File: src/rtl/pds_pkg.sv
package pds_pkg;

   localparam int KIND_PIPE   = 0;
   localparam int KIND_SHARED = 1;

   typedef enum logic [1:0] {
      SQ_IDLE = 2'd0,
      SQ_ARM  = 2'd1,
      SQ_POLL = 2'd2
   } seq_state_t;

endpackage

File: src/rtl/pds_guard.sv
module pds_guard #(
   parameter int STAT_W  = 2,
   parameter int ON_CODE = 0,
   parameter int KIND    = pds_pkg::KIND_PIPE
) (
   input  logic              want_on,
   input  logic              suppress,
   input  logic              force_on,
   input  logic [STAT_W-1:0] status,
   output logic              skip
);

   localparam logic [STAT_W-1:0] ON_V = STAT_W'(ON_CODE);

   logic is_on;
   logic already;
   logic sup_hit;
   logic force_hit;

   assign is_on   = (status == ON_V);
   assign already = want_on ? is_on : !is_on;

   generate
      if (KIND == pds_pkg::KIND_SHARED) begin : g_shared
         assign sup_hit = suppress;
      end else begin : g_pipe
         assign sup_hit = suppress && !want_on;
      end
   endgenerate

   assign force_hit = force_on && (KIND == pds_pkg::KIND_SHARED);
   assign skip      = sup_hit || already || force_hit;

endmodule

File: src/rtl/pds_poll.sv
module pds_poll #(
   parameter int GAP   = 2,
   parameter int LIMIT = 16
) (
   input  logic clk,
   input  logic rst_n,
   input  logic start,
   input  logic active,
   input  logic match,
   output logic fin_ok,
   output logic fin_to
);

   localparam int             PC_W = (LIMIT > 1) ? $clog2(LIMIT) : 1;
   localparam logic [PC_W-1:0] LAST = PC_W'(LIMIT - 1);

   logic            tick;
   logic [PC_W-1:0] pc_q;

   generate
      if (GAP == 1) begin : g_every
         assign tick = active;
      end else begin : g_div
         localparam int           DW    = $clog2(GAP);
         localparam logic [DW-1:0] DLAST = DW'(GAP - 1);
         logic [DW-1:0] div_q;
         always_ff @(posedge clk) begin
            if (!rst_n || start) begin
               div_q <= '0;
            end else if (active) begin
               div_q <= (div_q == DLAST) ? '0 : div_q + 1'b1;
            end
         end
         assign tick = active && (div_q == DLAST);
      end
   endgenerate

   always_ff @(posedge clk) begin
      if (!rst_n || start) begin
         pc_q <= '0;
      end else if (tick && !match && pc_q != LAST) begin
         pc_q <= pc_q + 1'b1;
      end
   end

   assign fin_ok = tick && match;
   assign fin_to = tick && !match && (pc_q == LAST);

endmodule

File: src/rtl/pwr_domain_seq.sv
module pwr_domain_seq #(
   parameter int STAT_W      = 2,
   parameter int ST_ON       = 0,
   parameter int ST_OFF      = 2,
   parameter int POLL_GAP    = 2,
   parameter int POLL_LIMIT  = 1000,
   parameter int DOMAIN_KIND = pds_pkg::KIND_PIPE
) (
   input  logic              clk,
   input  logic              rst_n,
   input  logic              cmd_valid,
   input  logic              cmd_on,
   output logic              cmd_ready,
   input  logic              suppress,
   input  logic              force_on,
   input  logic              ip_req_en,
   output logic              ip_req_set,
   input  logic [STAT_W-1:0] pg_status,
   output logic              gate_bit,
   output logic              done,
   output logic              skipped,
   output logic              timeout,
   output logic              tracked_en
);
   import pds_pkg::*;

   localparam logic [STAT_W-1:0] ON_V  = STAT_W'(ST_ON);
   localparam logic [STAT_W-1:0] OFF_V = STAT_W'(ST_OFF);

   generate
      if (STAT_W < 2) begin : g_bad_w
         $error("STAT_W must be at least 2");
      end
      if (POLL_GAP < 1) begin : g_bad_gap
         $error("POLL_GAP must be at least 1");
      end
      if (POLL_LIMIT < 1) begin : g_bad_lim
         $error("POLL_LIMIT must be at least 1");
      end
      if (ST_ON == ST_OFF) begin : g_bad_codes
         $error("ST_ON and ST_OFF must differ");
      end
      if (DOMAIN_KIND != KIND_PIPE && DOMAIN_KIND != KIND_SHARED) begin : g_bad_kind
         $error("DOMAIN_KIND must be 0 or 1");
      end
   endgenerate

   seq_state_t state_q;
   logic       cmd_q;
   logic       accept;
   logic       skip;
   logic       match;
   logic       fin_ok;
   logic       fin_to;

   assign cmd_ready = (state_q == SQ_IDLE);
   assign accept    = cmd_valid && cmd_ready;
   assign match     = (pg_status == (cmd_q ? ON_V : OFF_V));

   pds_guard #(
      .STAT_W  (STAT_W),
      .ON_CODE (ST_ON),
      .KIND    (DOMAIN_KIND)
   ) u_guard (
      .want_on  (cmd_on),
      .suppress (suppress),
      .force_on (force_on),
      .status   (pg_status),
      .skip     (skip)
   );

   pds_poll #(
      .GAP   (POLL_GAP),
      .LIMIT (POLL_LIMIT)
   ) u_poll (
      .clk    (clk),
      .rst_n  (rst_n),
      .start  (state_q == SQ_ARM),
      .active (state_q == SQ_POLL),
      .match  (match),
      .fin_ok (fin_ok),
      .fin_to (fin_to)
   );

   always_ff @(posedge clk) begin
      if (!rst_n) begin
         state_q    <= SQ_IDLE;
         cmd_q      <= 1'b0;
         gate_bit   <= 1'b0;
         tracked_en <= 1'b0;
         done       <= 1'b0;
         skipped    <= 1'b0;
         timeout    <= 1'b0;
         ip_req_set <= 1'b0;
      end else begin
         done       <= 1'b0;
         skipped    <= 1'b0;
         timeout    <= 1'b0;
         ip_req_set <= 1'b0;
         unique case (state_q)
            SQ_IDLE: begin
               if (accept) begin
                  if (skip) begin
                     skipped <= 1'b1;
                  end else begin
                     state_q    <= SQ_ARM;
                     cmd_q      <= cmd_on;
                     ip_req_set <= !ip_req_en;
                  end
               end
            end
            SQ_ARM: begin
               gate_bit <= !cmd_q;
               state_q  <= SQ_POLL;
            end
            SQ_POLL: begin
               if (fin_ok) begin
                  done       <= 1'b1;
                  tracked_en <= cmd_q;
                  state_q    <= SQ_IDLE;
               end else if (fin_to) begin
                  timeout    <= 1'b1;
                  tracked_en <= cmd_q;
                  state_q    <= SQ_IDLE;
               end
            end
            default: state_q <= SQ_IDLE;
         endcase
      end
   end

endmodule

File: config.mk
export PLATFORM = sky130hd
export DESIGN_NAME = pwr_domain_seq
export DESIGN_NICKNAME = d
export VERILOG_FILES = /design/src/rtl/pds_pkg.sv /design/src/rtl/pds_guard.sv /design/src/rtl/pds_poll.sv /design/src/rtl/pwr_domain_seq.sv
export SDC_FILE = /design/constraint.sdc
export NUM_CORES = 1
export LEC_CHECK = 0
export BUFFER_PORTS_ARGS = -buffer_cell sky130_fd_sc_hd__buf_2
export CAP_MARGIN = 25
export CORE_UTILIZATION = 50
export DETAILED_ROUTE_END_ITERATION = 7
export PLACE_DENSITY = 0.84
export SETUP_SLACK_MARGIN = 0.1
export SLEW_MARGIN = 20
export SYNTH_ARGS = -nofsm -noshare
export SYNTH_HDL_FRONTEND = slang
export SYNTH_SLANG_ARGS = --single-unit
File: constraint.sdc
create_clock -name clk -period 5.65 [get_ports clk]
set_clock_uncertainty 0.15 [all_clocks]
set_input_delay 0.2825 -clock clk [delete_from_list [all_inputs] [get_ports clk]]
set_output_delay 0.2825 -clock clk [all_outputs]
set_load 0.03 [all_outputs]
-- Word-level counts from Yosys, hierarchy flattened
Index checks and enable logic that the tools add are counted.
- register bits: 20
- output and inout bits: 7
- $add $sub $neg: 2
- eq/ne operators: 8
- multiplexer cells: 13
- bitwise operators: 5
- reduce and logical (&&, ||, !) cells: 25
- operator list (operator ; number):
    adder 10 x 1 -> 10 bit (second input constant) ; 1
    equality test 10 bit (second input constant) ; 1
    two-way mux 2 bit ; 5
    != test 10 bit (second input constant) ; 1
    AND reduction 3 bit ; 3
    logical AND 1 bit ; 7
    two-way mux 1 bit ; 7
    zero test 1 bit ; 6
    case mux 2 bit (3 select lines) ; 1
    NOT 1 bit ; 5
    zero test 2 bit ; 2
    AND reduction 2 bit ; 2
    OR reduction 4 bit ; 1
    != test 3 bit (second input constant) ; 1
    OR reduction 3 bit ; 1
    equality test 2 x 1 -> 1 bit (second input constant) ; 1
    equality test 2 bit ; 1
    equality test 2 bit (second input constant) ; 1
    logical OR 1 bit ; 2
    != test 2 x 1 -> 1 bit (second input constant) ; 1
    != test 2 bit (second input constant) ; 1
    nonzero test 2 bit ; 1
    adder 1 bit (second input constant) ; 1

-- Depth between registers and ports, before layout
Gate-level depths: netlist of run 1.
- depth in word-level cells: 8
- gate-level depth with buffers: 6
- depth with buffers taken out: 5

-- Cells and area by module
From an unflattened synthesis of run 1, not the netlist that was laid out.
- cell total of the unflattened synthesis: 99
- area, all modules: 930.9 um^2
- modules (own cells, without submodules) (module ; times used ; cells each ; area each (um^2) ; sequential area each (um^2)):
    pds_poll ; 1 ; 62 ; 569.3 ; 220.2
    pwr_domain_seq ; 1 ; 34 ; 341.6 ; 180.2
    pds_guard ; 1 ; 3 ; 20.0 ; 0.0

-- Worst setup path before layout of run 1
OpenSTA, ideal clock, no wires.
- path type: reg-to-reg
- start point: register u_poll.pc_q[0]
- end point: register u_poll.pc_q[3]
- setup time: 72 ps
- arrival: 1562 ps
- required time: 5428 ps
- slack: 3866 ps
- stages on the path, launching flop included: 7
- path buffers: 1
- clock period less this slack: 1784 ps
- cell sequence: dfxtp_1 ha_1 and2_1 and4_4 buf_6 or4_1 a21oi_1
- word-level cells in the longest chain between the ends: 2
- RTL lines (what ; line ; source):
    start, declared ; pds_poll.sv:18 ; logic [PC_W-1:0] pc_q;
    start signal, assigned ; pds_poll.sv:42 ; pc_q <= pc_q + 1'b1;
    branches (longest 2 deep; another with adder 10 x 1 -> 10 bit) ; -- ;
Several ways; the timed one is not identified.
A chain may end at the register's enable or synchronous reset.

-- Final worst setup path of run 1
Ends and elaborated chain as after synthesis.

==> flow_metrics.env, run 1 <==
export IMPL_worstPathRequired_ns=5.73
export IMPL_final_nets=132
export IMPL_drc_errors=0
export IMPL_clock_fmax_ghz=0.5465
export IMPL_grt_ovfl_total=0
export IMPL_antenna_found_initial=0
export IMPL_cts_root_buffer="clkbuf_4"
export IMPL_dp_hpwl_microns=1344
export IMPL_setup_viol=0
export IMPL_powerDensity_mw_per_mm2=223.4
export IMPL_final_common_cell="dfxtp_1"
export IMPL_die_h_microns=45.27
export IMPL_wl_per_cell_microns=12.38
export IMPL_cp_start_kind="flop"
export IMPL_worstHoldPathType="primary input to flop"
export IMPL_htree_levels=1
export IMPL_cts_resized_gates=0
export IMPL_final_cell_mix="dfxtp_1, buf_2, nor2_1"
export IMPL_cts_hold_fix_buffers=1
export IMPL_maxSlewViolCount=0
export IMPL_drive_above_1_share_pct=18.33
export IMPL_syn_inst=106
export IMPL_syn_nets=116
export IMPL_synth_top_area_share_pct=42.78
export IMPL_cts_buffers=3
export IMPL_tightest_slew_ns=0.5081
export IMPL_hold_ws_ns=0.08010
export IMPL_synth_area_per_cell_sq_um=8.829
export IMPL_grt_max_degree=16
export IMPL_first_pass_iters=4
export IMPL_cts_tree="built"
export IMPL_ir_worst_vdd_v=0.0001328
export IMPL_area_delta_synth_final_pct=11.76
export IMPL_dp_cells=141
export IMPL_wl_microns=1795
export IMPL_grt_pass1_wl_microns=3015
export IMPL_maxSlewHeadroom_pct=66.12
export IMPL_path_max_fanout=8
export IMPL_grt_usage_pct=19.88
export IMPL_insertedDiodeCount=0
export IMPL_fin_cells=145
export IMPL_design_die_area_sq_mm=0.002049
export IMPL_syn_cell_area_sq_um=935.9
export IMPL_pin_count=16
export IMPL_drtIter0Drc=19
export IMPL_start_util_pct=53.62
export IMPL_yosysTopAreaCell="dfxtp_1"
export IMPL_cts_setup_buffers=0
export IMPL_finalCritPeriodShare_pct=32.38
export IMPL_clk_pin_slew_worst_paths_ns=0.11
export IMPL_core_area_sq_mm=0.001745
export IMPL_rsz0062_at_grt="no"
export IMPL_hold_viol_final=0
export IMPL_status="finished clean"
export IMPL_final_cell_area_sq_mm=0.001046
export IMPL_place_area_sq_mm=0.001013
export IMPL_die_w_microns=45.27
export IMPL_clock_latency_ns=0.29
export IMPL_rows=15
export IMPL_utilization_pct=59.93
export IMPL_finalPower_mw=0.2337
export IMPL_synth_cell_types=38
export IMPL_drtAntennaViolNets=0
export IMPL_cts_sinks=20
export IMPL_crit_type="flop to flop"
export IMPL_crit_arrival_ns=1.91
export IMPL_critPathCaptureType="flop"
export IMPL_ys_seq_elements=20
export IMPL_vias=826
export IMPL_ff2ff_setup_slack_ns=3.82
export IMPL_clockBufferDepth=2
export IMPL_post_drt_via_cell_ratio=5.697
export IMPL_tns_ns=0
export IMPL_io_buffers=14
export IMPL_routabilityCongestion=0.7754
export IMPL_synth_warnings=0
export IMPL_cap_violations=0
export IMPL_setup_ws_ns=3.820
export IMPL_grt_pass1_vias=766
export IMPL_leakage_nw=0.4087
export IMPL_fin_crit_ns=1.830
export IMPL_yosysSeqAreaShare_pct=42.78
export IMPL_synth_area_leaders="dfxtp_1, nor2_1, a21oi_1, nand2_1, o31ai_1"
export IMPL_dp_slack_ns=3.846
## cell type report
| type | instances | area [sq um] |
|---|---|---|
| multi-input combinational | 80 | 504.2 |
| inverter | 2 | 7.507 |
| clock buffer | 3 | 22.52 |
| tap | 25 | 31.28 |
| fill | 148 | 699.4 |
| sequential | 20 | 400.4 |
| timing repair buffer | 15 | 80.08 |
## critical path: stages, from the launching register on
cell     delay, ns
dfxtp_1       0.36
ha_1          0.25
and2_1        0.18
and4_4        0.21
or4_1         0.47
a21oi_1       0.15
## cell families after synthesis
group / share of synthesized area [%]
buffers and inverters: 3.342
muxes: 1.070
AOI/OAI and AO/OA: 19.25
and+or+nand+nor: 27.67
xor gates and xnor gates: 4.546
DFF: 42.78
adders and majority gates: 1.337
## report_power, final
group	internal, mW	switching (mW)	leakage, nW
clock	0.0248	0.0404	0.0138
combinational	0.00838	0.0141	0.233
sequential	0.144	0.00246	0.162
## per-layer routing
| layer | share of wire (%) | up-vias | GRT usage (%) |
|---|---|---|---|
| li1 | - | 415 | - |
| met1 | 47 | 388 | 24.13 |
| met2 | 48 | 21 | 33.91 |
| met3 | 3.7 | 2 | 2.400 |
| met4 | 0.95 | 0 | 10.91 |
| met5 | 0 | - | 0 |
## flip-flops by register name (all words and copies together), names as in the netlist
register / cells
cmd_q: 1
done: 1
gate_bit: 1
ip_req_set: 1
skipped: 1
state_q: 2
timeout: 1
tracked_en: 1
u_poll.g_div.div_q: 1
u_poll.pc_q: 10
## final timing paths
check	from	endpoint	depth (start not counted)
hold / removal	cmd_on	cmd_q$_SDFFE_PN0P_	3
setup reg to reg	u_poll.pc_q[0]$_SDFFE_PP0P_	u_poll.pc_q[3]$_SDFFE_PP0P_	5
setup / recovery	u_poll.pc_q[0]$_SDFFE_PP0P_	u_poll.pc_q[3]$_SDFFE_PP0P_	5
hold reg to reg	tracked_en$_SDFFE_PN0P_	tracked_en$_SDFFE_PN0P_	2
## synth_stat cells
| cell type | instances |
|---|---|
| nand3_1 | 3 |
| xnor2_1 | 1 |
| o2111ai_1 | 2 |
| and3b_2 | 1 |
| inv_1 | 2 |
| buf_6 | 1 |
| o31ai_1 | 4 |
| nand2_1 | 9 |
| or3_1 | 2 |
| xor2_1 | 2 |
| o211ai_1 | 1 |
| xnor2_2 | 1 |
| nand2b_1 | 3 |
| o21a_1 | 2 |
| o21ai_2 | 1 |
| dfxtp_1 | 20 |
| o22ai_1 | 1 |
| and2_1 | 2 |
| o21ai_0 | 5 |
| and4_1 | 2 |
| nor2_1 | 10 |
| nor2b_1 | 2 |
| o311ai_1 | 1 |
| a211oi_1 | 1 |
| or2_2 | 1 |
| a21oi_1 | 7 |
| o41ai_1 | 1 |
| nor3_1 | 2 |
| buf_2 | 1 |
| and3_1 | 4 |
| ha_1 | 1 |
| nand4_1 | 1 |
| and4_4 | 1 |
| nor3b_1 | 1 |
| clkbuf_1 | 2 |
| or4_1 | 3 |
| o211a_1 | 1 |
| mux2i_1 | 1 |
Power figures use the tool's default switching activity.
==> run 2, diff against run 1 <==
Clock period 5.65 ns to 1.9 ns, I/O delays scaled along.
==> run 2 against run 1 <==
Net effect:
- power grew to 3.1 times the previous value
- setup slack worse by 3.7 ns
- via count is 6.1% higher
- critical path depth unchanged
- critical path type unchanged
==> flow_metrics.env, run 2 (synthesized netlist as in run 1, its figures left out) <==
export IMPL_status="finished clean"
export IMPL_die_w_microns=45.27
export IMPL_leakage_nw=0.4595
export IMPL_rr_worst_depth=5
export IMPL_critPathBufInv=0
export IMPL_startpoint="u_poll.pc_q[0]$_SDFFE_PP0P_"
export IMPL_power_frac_comb_pct=12.3
export IMPL_final_nets=142
export IMPL_fillers=139
export IMPL_powerDensity_mw_per_mm2=620.1
export IMPL_routabilityCongestion=0.7788
export IMPL_intPower_mw=0.5394
export IMPL_maxSlewViolCount=0
export IMPL_largest_registers="u_poll.pc_q: 10 flops, state_q: 2 flops"
export IMPL_crit_chain="ha_2 -> and2_1 -> and4_4 -> or4_1 -> a21oi_1"
export IMPL_grt_ovfl_total=0
export IMPL_drc_errors=0
export IMPL_htree_levels=1
export IMPL_cp_start_kind="flop"
export IMPL_design_die_area_sq_mm=0.002049
export IMPL_insertedDiodeCount=0
export IMPL_grt_pass1_vias=794
export IMPL_rows=15
export IMPL_worstHoldPathType="primary input to flop"
export IMPL_clockBufferDepth=2
export IMPL_core_area_sq_mm=0.001745
export IMPL_critPathCaptureType="flop"
export IMPL_wl_per_cell_microns=13.17
export IMPL_crit_arrival_ns=1.83
export IMPL_cpLargestDelayFamily="simple AND/OR/NAND/NOR gates"
export IMPL_first_pass_iters=4
export IMPL_tightest_slew_ns=0.3247
export IMPL_slowest_stage="or4_1"
export IMPL_power_net_switching_mw=0.1790
export IMPL_post_drt_via_cell_ratio=5.652
export IMPL_clk_pin_slew_worst_paths_ns=0.11
export IMPL_grt_max_degree=16
export IMPL_start_util_pct=53.62
export IMPL_die_h_microns=45.27
export IMPL_drtAntennaViolNets=0
export IMPL_io_buffers=14
export IMPL_grtUsageMet1_pct=26.98
export IMPL_hold_viol_final=0
export IMPL_crit_type="flop to flop"
export IMPL_top_register="u_poll.pc_q"
export IMPL_drive_above_1_share_pct=26.92
export IMPL_largest_reg_flops=10
export IMPL_final_common_cell="dfxtp_1"
export IMPL_fin_crit_ns=1.753
export IMPL_wl_microns=2042
export IMPL_ir_worst_vdd_v=0.0004332
export IMPL_finalCritPeriodShare_pct=92.28
export IMPL_tns_ns=0
export IMPL_cp_depth=5
export IMPL_worstPathRequired_ns=1.98
export IMPL_clockPowerShare_pct=27.4
export IMPL_timing_rr_end="u_poll.pc_q[3]$_SDFFE_PP0P_"
export IMPL_clock_fmax_ghz=0.5703
export IMPL_cap_violations=0
export IMPL_gr_usage_met3_pct=4.800
export IMPL_cts_sinks=20
export IMPL_final_cell_mix="dfxtp_1, buf_2, nor2_1"
export IMPL_rsz0062_at_grt="yes"
export IMPL_grt_usage_pct=21.77
export IMPL_maxSlewHeadroom_pct=78.30
export IMPL_p_sw_share_pct=24.92
export IMPL_antenna_found_initial=0
export IMPL_utilization_pct=66.38
export IMPL_drtIter0Drc=13
export IMPL_setup_viol=0
export IMPL_area_delta_synth_final_pct=23.80
export IMPL_cts_buffers=3
export IMPL_pin_count=16
export IMPL_dp_hpwl_microns=1324
export IMPL_final_cell_area_sq_mm=0.001159
export IMPL_cpPeakStageDelay_ns=0.47
export IMPL_grt_pass1_wl_microns=3263
export IMPL_place_area_sq_mm=0.001013
export IMPL_cts_root_buffer="clkbuf_4"
export IMPL_vias=876
export IMPL_p_seq_share_pct=60.4
export IMPL_grt_most_used_layer="met2"
export IMPL_clock_latency_ns=0.29
export IMPL_path_max_fanout=8
export IMPL_crit_path_end="u_poll.pc_q[3]$_SDFFE_PP0P_"
export IMPL_r2r_start="u_poll.pc_q[0]$_SDFFE_PP0P_"
export IMPL_ff2ff_setup_slack_ns=0.15
export IMPL_cts_tree="built"
export IMPL_grt_use_met2_pct=37.10
## run 2: power by group through the flow
stage	logic, mW	registers (mW)	clock network, mW
floorplan	0.0399	0.448	0
global placement	0.0626	0.443	0
detailed placement	0.0656	0.444	0
CTS	0.0744	0.434	0.202
global route	0.0965	0.435	0.212
finish	0.0883	0.434	0.197
## run 2: stage by stage
step | hold WS [ns] | cells | power (mW) | setup slack, ns
after floorplan | 0.01661 | 106 | 0.4878 | 0.1163
after global placement | 0.1027 | 141 | 0.5059 | 0.1447
after detailed placement | 0.1152 | 141 | 0.5092 | 0.1080
after CTS | 0.06734 | 149 | 0.7109 | 0.09272
after global routing | 0.09174 | 155 | 0.7435 | 0.08980
final | 0.07462 | 155 | 0.7184 | 0.1466
## run 2: per-layer routing
metal  vias to the layer above  part of all wire [%]
met2                        18                    52
met4                         0                  0.98
met5                         -                     0
li1                        433                     -
met3                         4                   3.0
met1                       421                    44
## run 2: worst reg2reg max path, cell delays in order (launching register included)
cell and delay (ns):
dfxtp_4 0.36, ha_2 0.20, and2_1 0.17, and4_4 0.20, or4_1 0.47, a21oi_1 0.14
## run 2: worst min-delay path by stage
stage	from	to	slack, ns	cells past startpoint
6_report	pg_status[1]	state_q[0]$_SDFFE_PN0P_	0.07	4
3_3_place_gp	ip_req_en	ip_req_set$_SDFF_PP0_	0.10	2
4_1_cts	pg_status[1]	state_q[0]$_SDFFE_PN0P_	0.07	4
5_1_grt	pg_status[1]	state_q[0]$_SDFFE_PN0P_	0.09	4
2_1_floorplan	ip_req_en	ip_req_set$_SDFF_PP0_	0.02	1
3_5_place_dp	ip_req_en	ip_req_set$_SDFF_PP0_	0.12	2
## run 2: cell type report
class | count | area [sq um] | area share (%)
Sequential cell | 20 | 407.9 | 35.21
Timing Repair Buffer | 25 | 165.2 | 14.25
Multi-Input combinational cell | 80 | 524.3 | 45.25
Clock buffer | 3 | 22.52 | 1.944
Tap cell | 25 | 31.28 | 2.700
Inverter | 2 | 7.507 | 0.6479
## run 2: what timing repair did
item | in CTS | in global routing
pin swaps | 1 | 4
setup endpoints to repair | 3 | 4
endpoints found under the hold margin | 8 | 0
setup buffers | 0 | 6
hold buffers | 5 | 0
gates resized for setup | 1 | 8
